--- src/rtl/trap_seq_pkg.sv ---
package trap_seq_pkg;

  localparam int CODE_W = 4;
  localparam int OFF_W  = 16;

  typedef enum logic [CODE_W-1:0] {
    TC_BOOT      = 4'd0,
    TC_MCHK      = 4'd1,
    TC_ARITH     = 4'd2,
    TC_INTR      = 4'd3,
    TC_DMISS_USR = 4'd4,
    TC_DMISS_PRV = 4'd5,
    TC_ALIGN     = 4'd6,
    TC_DFAULT    = 4'd7,
    TC_IMISS     = 4'd8,
    TC_IACV      = 4'd9,
    TC_BADOP     = 4'd10,
    TC_FPOFF     = 4'd11,
    TC_PRIVCALL  = 4'd12,
    TC_IOVF      = 4'd13
  } trap_code_e;

  // Vector offset per cause; each carries the privileged bit (bit 0).
  function automatic logic [OFF_W-1:0] vec_offset(input logic [CODE_W-1:0] code);
    logic [OFF_W-1:0] off;
    case (code)
      TC_BOOT:      off = 16'h0001;
      TC_MCHK:      off = 16'h0401;
      TC_ARITH:     off = 16'h0501;
      TC_INTR:      off = 16'h0101;
      TC_DMISS_USR: off = 16'h0201;
      TC_DMISS_PRV: off = 16'h0281;
      TC_ALIGN:     off = 16'h0301;
      TC_DFAULT:    off = 16'h0381;
      TC_IMISS:     off = 16'h0181;
      TC_IACV:      off = 16'h0081;
      TC_BADOP:     off = 16'h0481;
      TC_FPOFF:     off = 16'h0581;
      TC_PRIVCALL:  off = 16'h2001;
      TC_IOVF:      off = 16'h0501;
      default:      off = 16'h0401;
    endcase
    return off;
  endfunction

endpackage

--- src/rtl/trap_vec_lookup.sv ---
module trap_vec_lookup
  import trap_seq_pkg::*;
#(
  parameter int XLEN = 32
) (
  input  logic [CODE_W-1:0] code,
  input  logic [XLEN-1:0]   base,
  output logic [XLEN-1:0]   handler_pc
);

  logic [OFF_W-1:0] off;

  always_comb begin
    off        = vec_offset(code);
    handler_pc = base + XLEN'(off);
  end

endmodule

--- src/rtl/restart_calc.sv ---
module restart_calc
  import trap_seq_pkg::*;
#(
  parameter int XLEN = 32
) (
  input  logic [CODE_W-1:0] code,
  input  logic [XLEN-1:0]   cur_pc,
  input  logic [XLEN-1:0]   cur_restart,
  output logic [XLEN-1:0]   new_restart
);

  localparam logic [XLEN-1:0] INSN_BYTES = XLEN'(4);

  logic priv;

  always_comb begin
    priv = cur_pc[0];
    if ((code == TC_INTR) && priv) begin
      new_restart = cur_restart;
    end else if (code == TC_PRIVCALL) begin
      new_restart = cur_pc + INSN_BYTES;
    end else begin
      new_restart = cur_pc;
    end
  end

endmodule

--- src/rtl/shadow_rf.sv ---
module shadow_rf #(
  parameter int XLEN         = 32,
  parameter int NREGS        = 32,
  parameter int SHADOW_LO    = 8,
  parameter int SHADOW_HI    = 14,
  parameter int SHADOW_EXTRA = 25,
  parameter int IDX_W        = $clog2(NREGS)
) (
  input  logic             clk,
  input  logic             rst_n,
  input  logic             shadow_act,
  input  logic             wr_en,
  input  logic [IDX_W-1:0] wr_idx,
  input  logic [XLEN-1:0]  wr_data,
  input  logic [IDX_W-1:0] rd_idx,
  output logic [XLEN-1:0]  rd_data
);

  logic [NREGS-1:0] redir;
  logic [XLEN-1:0]  norm_q [NREGS];
  logic [XLEN-1:0]  shd_q  [NREGS];

  for (genvar g = 0; g < NREGS; g++) begin : g_redir
    assign redir[g] = ((g >= SHADOW_LO) && (g <= SHADOW_HI)) || (g == SHADOW_EXTRA);
  end

  logic wr_to_shd;
  logic rd_from_shd;

  always_comb begin
    wr_to_shd   = shadow_act && redir[wr_idx];
    rd_from_shd = shadow_act && redir[rd_idx];
    rd_data     = rd_from_shd ? shd_q[rd_idx] : norm_q[rd_idx];
  end

  always_ff @(posedge clk) begin
    if (!rst_n) begin
      for (int i = 0; i < NREGS; i++) begin
        norm_q[i] <= '0;
        shd_q[i]  <= '0;
      end
    end else if (wr_en) begin
      if (wr_to_shd) begin
        shd_q[wr_idx] <= wr_data;
      end else begin
        norm_q[wr_idx] <= wr_data;
      end
    end
  end


  plain_reg_stable_chk: assert property (@(posedge clk) disable iff (!rst_n)
    (!redir[rd_idx] && $stable(rd_idx) && !$past(wr_en)) |-> $stable(rd_data));

endmodule

--- src/rtl/trap_entry_seq.sv ---
module trap_entry_seq
  import trap_seq_pkg::*;
#(
  parameter int              XLEN         = 32,
  parameter int              NREGS        = 32,
  parameter int              SHADOW_LO    = 8,
  parameter int              SHADOW_HI    = 14,
  parameter int              SHADOW_EXTRA = 25,
  parameter logic [XLEN-1:0] BOOT_BASE    = 32'h0000_8000,
  parameter int              IDX_W        = $clog2(NREGS)
) (
  input  logic              clk,
  input  logic              rst_n,
  input  logic              trap_valid,
  input  logic [CODE_W-1:0] trap_code,
  input  logic [XLEN-1:0]   cur_pc,
  input  logic              ret_req,
  input  logic [XLEN-1:0]   vec_base,
  input  logic              rf_wr_en,
  input  logic [IDX_W-1:0]  rf_wr_idx,
  input  logic [XLEN-1:0]   rf_wr_data,
  input  logic [IDX_W-1:0]  rf_rd_idx,
  output logic [XLEN-1:0]   rf_rd_data,
  output logic              redirect_vld,
  output logic [XLEN-1:0]   next_pc,
  output logic [XLEN-1:0]   next_npc,
  output logic [XLEN-1:0]   restart_addr,
  output logic              shadow_active,
  output logic              swap_err
);

  localparam logic [XLEN-1:0] INSN_BYTES = XLEN'(4);
  localparam logic [XLEN-1:0] BOOT_PC    = BOOT_BASE + XLEN'(vec_offset(TC_BOOT));

  logic [XLEN-1:0] pc_q, npc_q, restart_q;
  logic            shadow_q, err_q, redir_q;

  // Request decode
  logic              priv, take_trap, take_ret;
  logic [CODE_W-1:0] eff_code;
  logic [XLEN-1:0]   handler_pc, restart_new;

  always_comb begin
    priv      = cur_pc[0];
    take_trap = trap_valid || (ret_req && !priv);
    take_ret  = ret_req && !trap_valid && priv;
    eff_code  = trap_valid ? trap_code : TC_BADOP;
  end

  trap_vec_lookup #(.XLEN(XLEN)) u_vec (
    .code       (eff_code),
    .base       (vec_base),
    .handler_pc (handler_pc)
  );

  restart_calc #(.XLEN(XLEN)) u_restart (
    .code        (eff_code),
    .cur_pc      (cur_pc),
    .cur_restart (restart_q),
    .new_restart (restart_new)
  );

  // Bank switch control
  logic swap_in, swap_out, swap_req, swap_target, swap_bad, shadow_d;

  always_comb begin
    swap_in     = take_trap && !priv;
    swap_out    = take_ret && !restart_q[0];
    swap_req    = swap_in || swap_out;
    swap_target = swap_in;
    swap_bad    = swap_req && (shadow_q == swap_target);
    shadow_d    = (swap_req && !swap_bad) ? swap_target : shadow_q;
  end

  // PC selection
  logic [XLEN-1:0] pc_d, npc_d, restart_d;
  logic            redir_d;

  always_comb begin
    redir_d   = take_trap || take_ret;
    pc_d      = pc_q;
    restart_d = restart_q;
    if (take_trap) begin
      pc_d      = handler_pc;
      restart_d = restart_new;
    end else if (take_ret) begin
      pc_d      = restart_q;
    end
    npc_d = redir_d ? (pc_d + INSN_BYTES) : npc_q;
  end

  always_ff @(posedge clk) begin
    if (!rst_n) begin
      pc_q      <= BOOT_PC;
      npc_q     <= BOOT_PC + INSN_BYTES;
      restart_q <= '0;
      shadow_q  <= 1'b1;
      err_q     <= 1'b0;
      redir_q   <= 1'b0;
    end else begin
      pc_q      <= pc_d;
      npc_q     <= npc_d;
      restart_q <= restart_d;
      shadow_q  <= shadow_d;
      err_q     <= swap_bad;
      redir_q   <= redir_d;
    end
  end

  shadow_rf #(
    .XLEN(XLEN), .NREGS(NREGS), .SHADOW_LO(SHADOW_LO),
    .SHADOW_HI(SHADOW_HI), .SHADOW_EXTRA(SHADOW_EXTRA), .IDX_W(IDX_W)
  ) u_rf (
    .clk        (clk),
    .rst_n      (rst_n),
    .shadow_act (shadow_q),
    .wr_en      (rf_wr_en),
    .wr_idx     (rf_wr_idx),
    .wr_data    (rf_wr_data),
    .rd_idx     (rf_rd_idx),
    .rd_data    (rf_rd_data)
  );

  assign redirect_vld  = redir_q;
  assign next_pc       = pc_q;
  assign next_npc      = npc_q;
  assign restart_addr  = restart_q;
  assign shadow_active = shadow_q;
  assign swap_err      = err_q;


  npc_follow_chk: assert property (@(posedge clk) disable iff (!rst_n)
    redirect_vld |-> (next_npc == next_pc + INSN_BYTES));


  swap_in_chk: assert property (@(posedge clk) disable iff (!rst_n)
    (trap_valid && !cur_pc[0]) |=> shadow_active);


  err_hold_chk: assert property (@(posedge clk) disable iff (!rst_n)
    swap_err |-> (shadow_active == $past(shadow_active)));


  ret_keep_chk: assert property (@(posedge clk) disable iff (!rst_n)
    (ret_req && !trap_valid && cur_pc[0] && restart_addr[0]) |=>
      ((shadow_active == $past(shadow_active)) && (next_pc == $past(restart_addr))));


  trap_wins_chk: assert property (@(posedge clk) disable iff (!rst_n)
    (trap_valid && ret_req && cur_pc[0] && (trap_code != TC_INTR) && (trap_code != TC_PRIVCALL))
      |=> (restart_addr == $past(cur_pc)));

endmodule

--- config.mk ---
export PLATFORM = sky130hd
export DESIGN_NAME = trap_entry_seq
export DESIGN_NICKNAME = d
export VERILOG_FILES = /design/src/rtl/trap_seq_pkg.sv /design/src/rtl/trap_vec_lookup.sv /design/src/rtl/restart_calc.sv /design/src/rtl/shadow_rf.sv /design/src/rtl/trap_entry_seq.sv
export SDC_FILE = /design/constraint.sdc
export NUM_CORES = 2
export LEC_CHECK = 0
export ABC_AREA = 1
export BUFFER_PORTS_ARGS = -buffer_cell sky130_fd_sc_hd__buf_2
export CAP_MARGIN = 40
export CORE_UTILIZATION = 30
export CTS_CLUSTER_DIAMETER = 120
export CTS_CLUSTER_SIZE = 16
export DETAILED_ROUTE_END_ITERATION = 7
export PLACE_DENSITY = 0.57
export SYNTH_ARGS = -nofsm -noshare
export SYNTH_HDL_FRONTEND = slang
export SYNTH_SLANG_ARGS = --single-unit
--- constraint.sdc ---
create_clock -name clk -period 3.4 [get_ports clk]
set_input_delay 0.51 -clock clk [delete_from_list [all_inputs] [get_ports clk]]
set_output_delay 0.51 -clock clk [all_outputs]
set_load 0.005 [all_outputs]
Word-level counts from Yosys, hierarchy flattened --
Memories as Yosys holds them, arrays and structs flattened. Index checks and enable logic that the tools add are counted.
Operators by class: eq/ne operators 3, bitwise logic cells 1, muxes and demuxes 22, reductions and logical operators 20, order comparisons 2, add/subtract/negate cells 3
Operator list (count):
- 32-bit 2-to-1 mux | 6
- 32-bit by 3-bit adder with 32-bit output (second input constant) | 2
- 32-bit OR reduction | 2
- 32-bit by 16-bit adder with 32-bit output | 1
- 1-bit 2-to-1 mux | 13
- 5-bit by 6-bit < comparator with 1-bit output (second input constant) | 2
- 1-bit logical AND | 10
- 5-bit 2-to-1 mux | 2
- 4-bit by 2-bit equality test with 1-bit output (second input constant) | 1
- 4-bit equality test (second input constant) | 1
- 1-bit logical NOT | 4
- 4-bit 2-to-1 mux | 1
- 1-bit logical OR | 3
- 2-bit AND reduction | 1
- 1-bit equality test | 1
- 1-bit NOT | 1
Word-level totals: memories kept 5, register bits 99, bits of input ports 115, bits in read-only memories 144, memory bits (writable) 2048
Memories:
- u_rf.norm_q | words 32, width 32, read ports 1, clocked after memory_dff 0, wr ports 32, line shadow_rf.sv:20 | logic [XLEN-1:0] norm_q [NREGS];
- u_rf.shd_q | words 32, width 32, read ports 1, clocked after memory_dff 0, wr ports 32, line shadow_rf.sv:21 | logic [XLEN-1:0] shd_q [NREGS];
- (name not given) | words 16, width 5, read ports 1, clocked after memory_dff 0, wr ports 0, line trap_seq_pkg.sv:26 | case (code)
- (name not given) | words 32, width 1, read ports 1, clocked after memory_dff 0, wr ports 0, line shadow_rf.sv:32 | rd_from_shd = shadow_act && redir[rd_idx];
- (name not given) | words 32, width 1, read ports 1, clocked after memory_dff 0, wr ports 0, line shadow_rf.sv:31 | wr_to_shd = shadow_act && redir[wr_idx];

Logic depth before layout (Yosys ltp) --
depth in word-level cells 9, gate-level depth with buffers 28, depth with buffers taken out 28

Cells and area by module --
From an unflattened synthesis, not the netlist that was laid out.
Unflattened totals: cells, all modules 10853, area, all modules 103075.1 um^2
By module, submodules not included:
- shadow_rf | area an instance 95057.4 um^2, seq. area each 61499.0 um^2, instances 1, cells each 9483
- trap_entry_seq | area an instance 5162.5 um^2, seq. area each 1981.9 um^2, instances 1, cells each 796
- trap_vec_lookup | area an instance 1450.1 um^2, seq. area each 0.0 um^2, instances 1, cells each 292
- restart_calc | area an instance 1405.1 um^2, seq. area each 0.0 um^2, instances 1, cells each 282

Worst setup path before layout --
No wires, ideal clock.
path type input to register, start point in trap_valid, end point reg npc_q[23], in the netlist next_npc[23], setup time 0.130 ns, arrival time 3.160 ns, slack 0.110 ns, stages on the path 21, required time 3.270 ns, cell sequence inv_2 > nor2_1 > inv_1 > ha_1 > nand2_1 > o21ai_0 > a21oi_1 > ha_1 > nand2_1 > nor2_1 > o21ai_0 > nand4_1 > nand3_1 > nand2_1 > nor2_1 > nand3_4 > nor2_4 > buf_6 > nand2_1 > xnor2_1 > a21oi_1
Between the ends: word-level cells in the longest chain between the ends 6, elaborated cells between the ends (all ways) 11, classes of those cells add/sub: 2; mux: 3; reduce/logical: 5; memory: 1
RTL lines:
- start: declaration | line trap_entry_seq.sv:14 | input logic trap_valid,
- branches (longest 6 deep; another with 32-bit by 16-bit adder with 32-bit output)
- end signal: assignment | line trap_entry_seq.sv:95 | npc_q <= BOOT_PC + INSN_BYTES;
- end signal: assignment | line trap_entry_seq.sv:102 | npc_q <= npc_d;
- end: declaration | line trap_entry_seq.sv:35 | logic [XLEN-1:0] pc_q, npc_q, restart_q;
Parallel ways; which one is timed is not known. A chain may end at the register's enable or synchronous reset.

Worst setup path in the final report --
start point in rf_rd_idx[1], end point out rf_rd_data[6]
Between the ends: word-level cells in the longest chain between the ends 4, elaborated cells between the ends (all ways) 6, classes of those cells mux: 2; reduce/logical: 1; memory: 3
RTL lines:
- start: declaration | line trap_entry_seq.sv:22 | input logic [IDX_W-1:0] rf_rd_idx,
- memory read 32 x 1 bit
- 1-bit 2-to-1 mux (not written as such) | line shadow_rf.sv:32
- 1-bit logical AND | line shadow_rf.sv:32
- 32-bit 2-to-1 mux * | line shadow_rf.sv:33 | rd_data = rd_from_shd ? shd_q[rd_idx] : norm_q[rd_idx];
- end: declaration | line trap_entry_seq.sv:23 | output logic [XLEN-1:0] rf_rd_data,
Every way passes the cells marked *; elsewhere a longest branch is shown, timed or not. The select of a mux whose other input is x is not followed.

==> impl_metrics.toml <==
[global_route]
overflow = 0
grtUsageTotal_pct = 19.9
antenna_found_initial = 31
grt_pass1_vias = 66400
grt_pass1_wl_um = 457000
grt_max_degree = 103

[synth]
synth_common_cells = "edfxtp_1, nor2_1, nor3_1"
synthXorXnorAreaFrac_pct = 0.391
ys_ff_latch = 2147
synth_top_area_cell = "edfxtp_1"
synth_edf_count = 2048
seq_area_frac_synth_pct = 69.1
synthArstFlopShare_pct = 0
synth_most_common_cell = "edfxtp_1"
postSynthAreaPerCell_um2 = 11.3
synthTopCellsByArea = "edfxtp_1, nor3_1, nor2_1"
ys.warnings.count = 0
synth_top_family_by_area = "simple AND/OR/NAND/NOR gates"
yosysTopAreaCellShare_pct = 67.0
yosys.area_share.adder_pct = 0.150
synthSimpleGateAreaFrac_pct = 19.1
syn_area_um2 = 91800
synth_cell_types = 52
synth_compound_area_share_pct = 7.17
synth_ff_type = "edfxtp_1"
muxShareOfSynthArea_pct = 0.0109
synth_cells = 8123

[place]
placed_cells = 13200
gp_congestion = 0.933
pre_cts_ws_ps = -531
place_hpwl_um = 210000
portBuffers = 245
place_area_um2 = 105000

[worst_setup_path]
cp-start-kind = "input port"
worstSetupPathType = "input port to output port"
reg2reg_depth = 6
rr_endpoint = "u_rf.shd_q[25][3]$_SDFFCE_PN0P_"
endpoint_kind = "output port"
cp_max_fo = 28
cp_common_cell = "buf_4"
cp_slowest_cell = "o41ai_2"
critPathRequiredTime_ps = 2890
r2r_setup_slack_ps = 970
cpPeakStageDelay_ps = 490
rr_startpoint = "shadow_active$_SDFFE_PN1P_"
crit_arrival_ps = 2940
path_cells = "buf_8, inv_12, buf_4, buf_12, nor3_1, o41ai_2, buf_4, nand2_1, nand3_1, nand3_1, buf_4, nand2_2, buf_2"

[sta]
fin_tns_setup_ps = -88.0
fin_ws_ps = -53.2
rsz0062_at_grt = "yes"
finalCriticalPeriod_ps = 3450
setup_viol = 4
period_share_pct = 102
clock.fmax_mhz = 290
final.setup_skew_ps = 65.3
timing.max_slew.rel_slack_pct = 41.8
worstMarginPinSlew_ps = 873
slew_viol_final = 0
final_hold_viol_count = 0

[power_and_ir_drop]
p_comb_share_pct = 12.2
netSwitchingFraction_pct = 25.5
vdd_ir_drop_max_mv = 0.354
power.switching_mw = 14.2
leakagePower_nw = 42.0
p_per_area_nw_per_um2 = 501
p_int_mw = 41.4
power_frac_clock_pct = 32.3
p_seq_share_pct = 55.5

[clock_tree]
clkLatencyLatePin_ps = 880
cts_tree = "built"
path_clk_slew_ps = 80
cts.sinks = 2147
htreeDepth = 4
cts_root_buffer = "clkbuf_16"
cts_buffer_depth = 4
cts_inserted_buffers = 163

[die]
row_count = 202
start_util_pct = 30.2
coreArea_um2 = 304000
die_area_um2 = 308000
die_h_um = 555
ios = 246
die_w_um = 555

[outcome]
failed_checks = "negative setup slack"
status = "finished with violations"

[worst_hold_path]
worstHoldStart = "cur_pc[4]"
hold_depth = 4
hp-class = "input port to flip-flop"
holdPathEnd = "restart_addr[4]$_SDFFE_PN0P_"

[final_layout]
area_growth_pct = 20.7
final_util_pct = 36.5
seq_area_um2 = 63500
post-route-cell-area_um2 = 111000
instances_no_fill = 13400
n_fill_cell = 29700
final_nets = 9404
multi_input_area_um2 = 28400
drive_gt1_share_pct = 14.7

[routing]
post_drt_wl_per_cell_um = 23.7
drt.antenna.violating_nets = 0
drtIter0Drc = 7261
num_vias = 68600
routed_via_density = 5.13
drtPass1Iterations = 6
routed_wl_um = 318000
drcViolationCount = 0

[run]
max-cap-violations = 0
cells in the final DEF (no fill, tap or decap), drive strengths merged, types with 5 or more instances in the layout:
cell,synthesis,routed
clkbuf,681,175
inv,228,232
o21ai,78,78
nand2,637,637
o22ai,256,256
xnor2,16,16
buf,53,947
conb,1,768
nor3,1303,1303
o41ai,255,255
nor4,6,6
diode,0,5
and2,5,5
dlygate4sd3,1,5
nand3b,10,10
nor2,1736,1737
ha,11,11
xor2,25,25
nand4,22,22
nand3,320,320
a211oi,7,7
dfxtp,99,99
o211ai,258,258
clkinv,2,5
a21oi,49,49
edfxtp,2048,2048
worst max-delay path: cells and delay by family:
family                 cells  cell delay, ps
and+or+nand+nor            5             600
buffers and inverters      7            1250
AOI/OAI and AO/OA          1             490
power groups by stage:
stage	Combinational (mW)	Sequential, mW	Clock (mW)
after floorplan	3.06	31.3	0
after global placement	6.49	31.3	0
after detailed placement	6.52	31.4	0
after CTS	6.66	30.8	18.3
after global routing	7.20	30.9	19.0
final	6.79	30.8	18.0
final cells by class:
class	count	area share (%)
multi-input combinational	5778	25.7
timing repair buffer	958	7.72
tap	4080	4.61
sequential	2147	57.3
inverter	230	0.804
clock inverter	10	0.122
clock buffer	172	3.77
antenna	5	0.0113
repair_timing:
action                                 CTS  global route
gates resized for setup                 96            81
buffers inserted                         1             8
cloned                                   3             4
hold buffers                             5             0
pin swaps                                8            12
endpoints found under the hold margin    5             0
setup endpoints to repair               31            40
registers in the layout (all words and copies together) (netlist names):
name           cells
next_pc           32
redirect_vld       1
shadow_active      1
next_npc          32
u_rf.norm_q     1024
restart_addr      32
u_rf.shd_q      1024
swap_err           1
cell families (layout without fill, tap and decap cells):
logic type / after synthesis / in the layout
and+or+nand+nor: 4042 / 4043
DFF: 2147 / 2147
buffers and inverters: 966 / 1370
AOI/OAI and AO/OA: 914 / 914
xor gates and xnor gates: 41 / 41
adders and majority gates: 11 / 11
other: 1 / 773
muxes: 1 / 1
metrics by stage:
stage | power [mW] | hold slack [ps]
after floorplan | 34.3 | 455
after global placement | 37.8 | 471
after detailed placement | 37.9 | 469
after CTS | 55.7 | 0.591
after global routing | 57.1 | 52.0
final | 55.5 | 46.5
routing by layer:
| layer | up-vias | global-route usage (%) | routed length [um] |
|---|---|---|---|
| li1 | 30900 | - | - |
| met1 | 34100 | 25.9 | 127000 |
| met2 | 3067 | 33.2 | 151000 |
| met3 | 507 | 3.26 | 26100 |
| met4 | 24 | 7.59 | 13100 |
| met5 | - | 0 | 153 |
worst max-delay path by stage:
stage                                            startpoint  slack (ps)                         to
after global placement                           trap_valid        -490  next_npc[30]$_SDFFE_PN0P_
after detailed placement                         trap_valid        -530  next_npc[21]$_SDFFE_PN0P_
final                                          rf_rd_idx[1]         -50              rf_rd_data[6]
after global routing      u_rf.norm_q[22][11]$_SDFFCE_PN0P_         -50             rf_rd_data[11]
after CTS                  u_rf.norm_q[4][15]$_SDFFCE_PN0P_         -20             rf_rd_data[15]
after floorplan                                  trap_valid         110  next_npc[23]$_SDFFE_PN0P_
(Power assumes the default switching activity.)
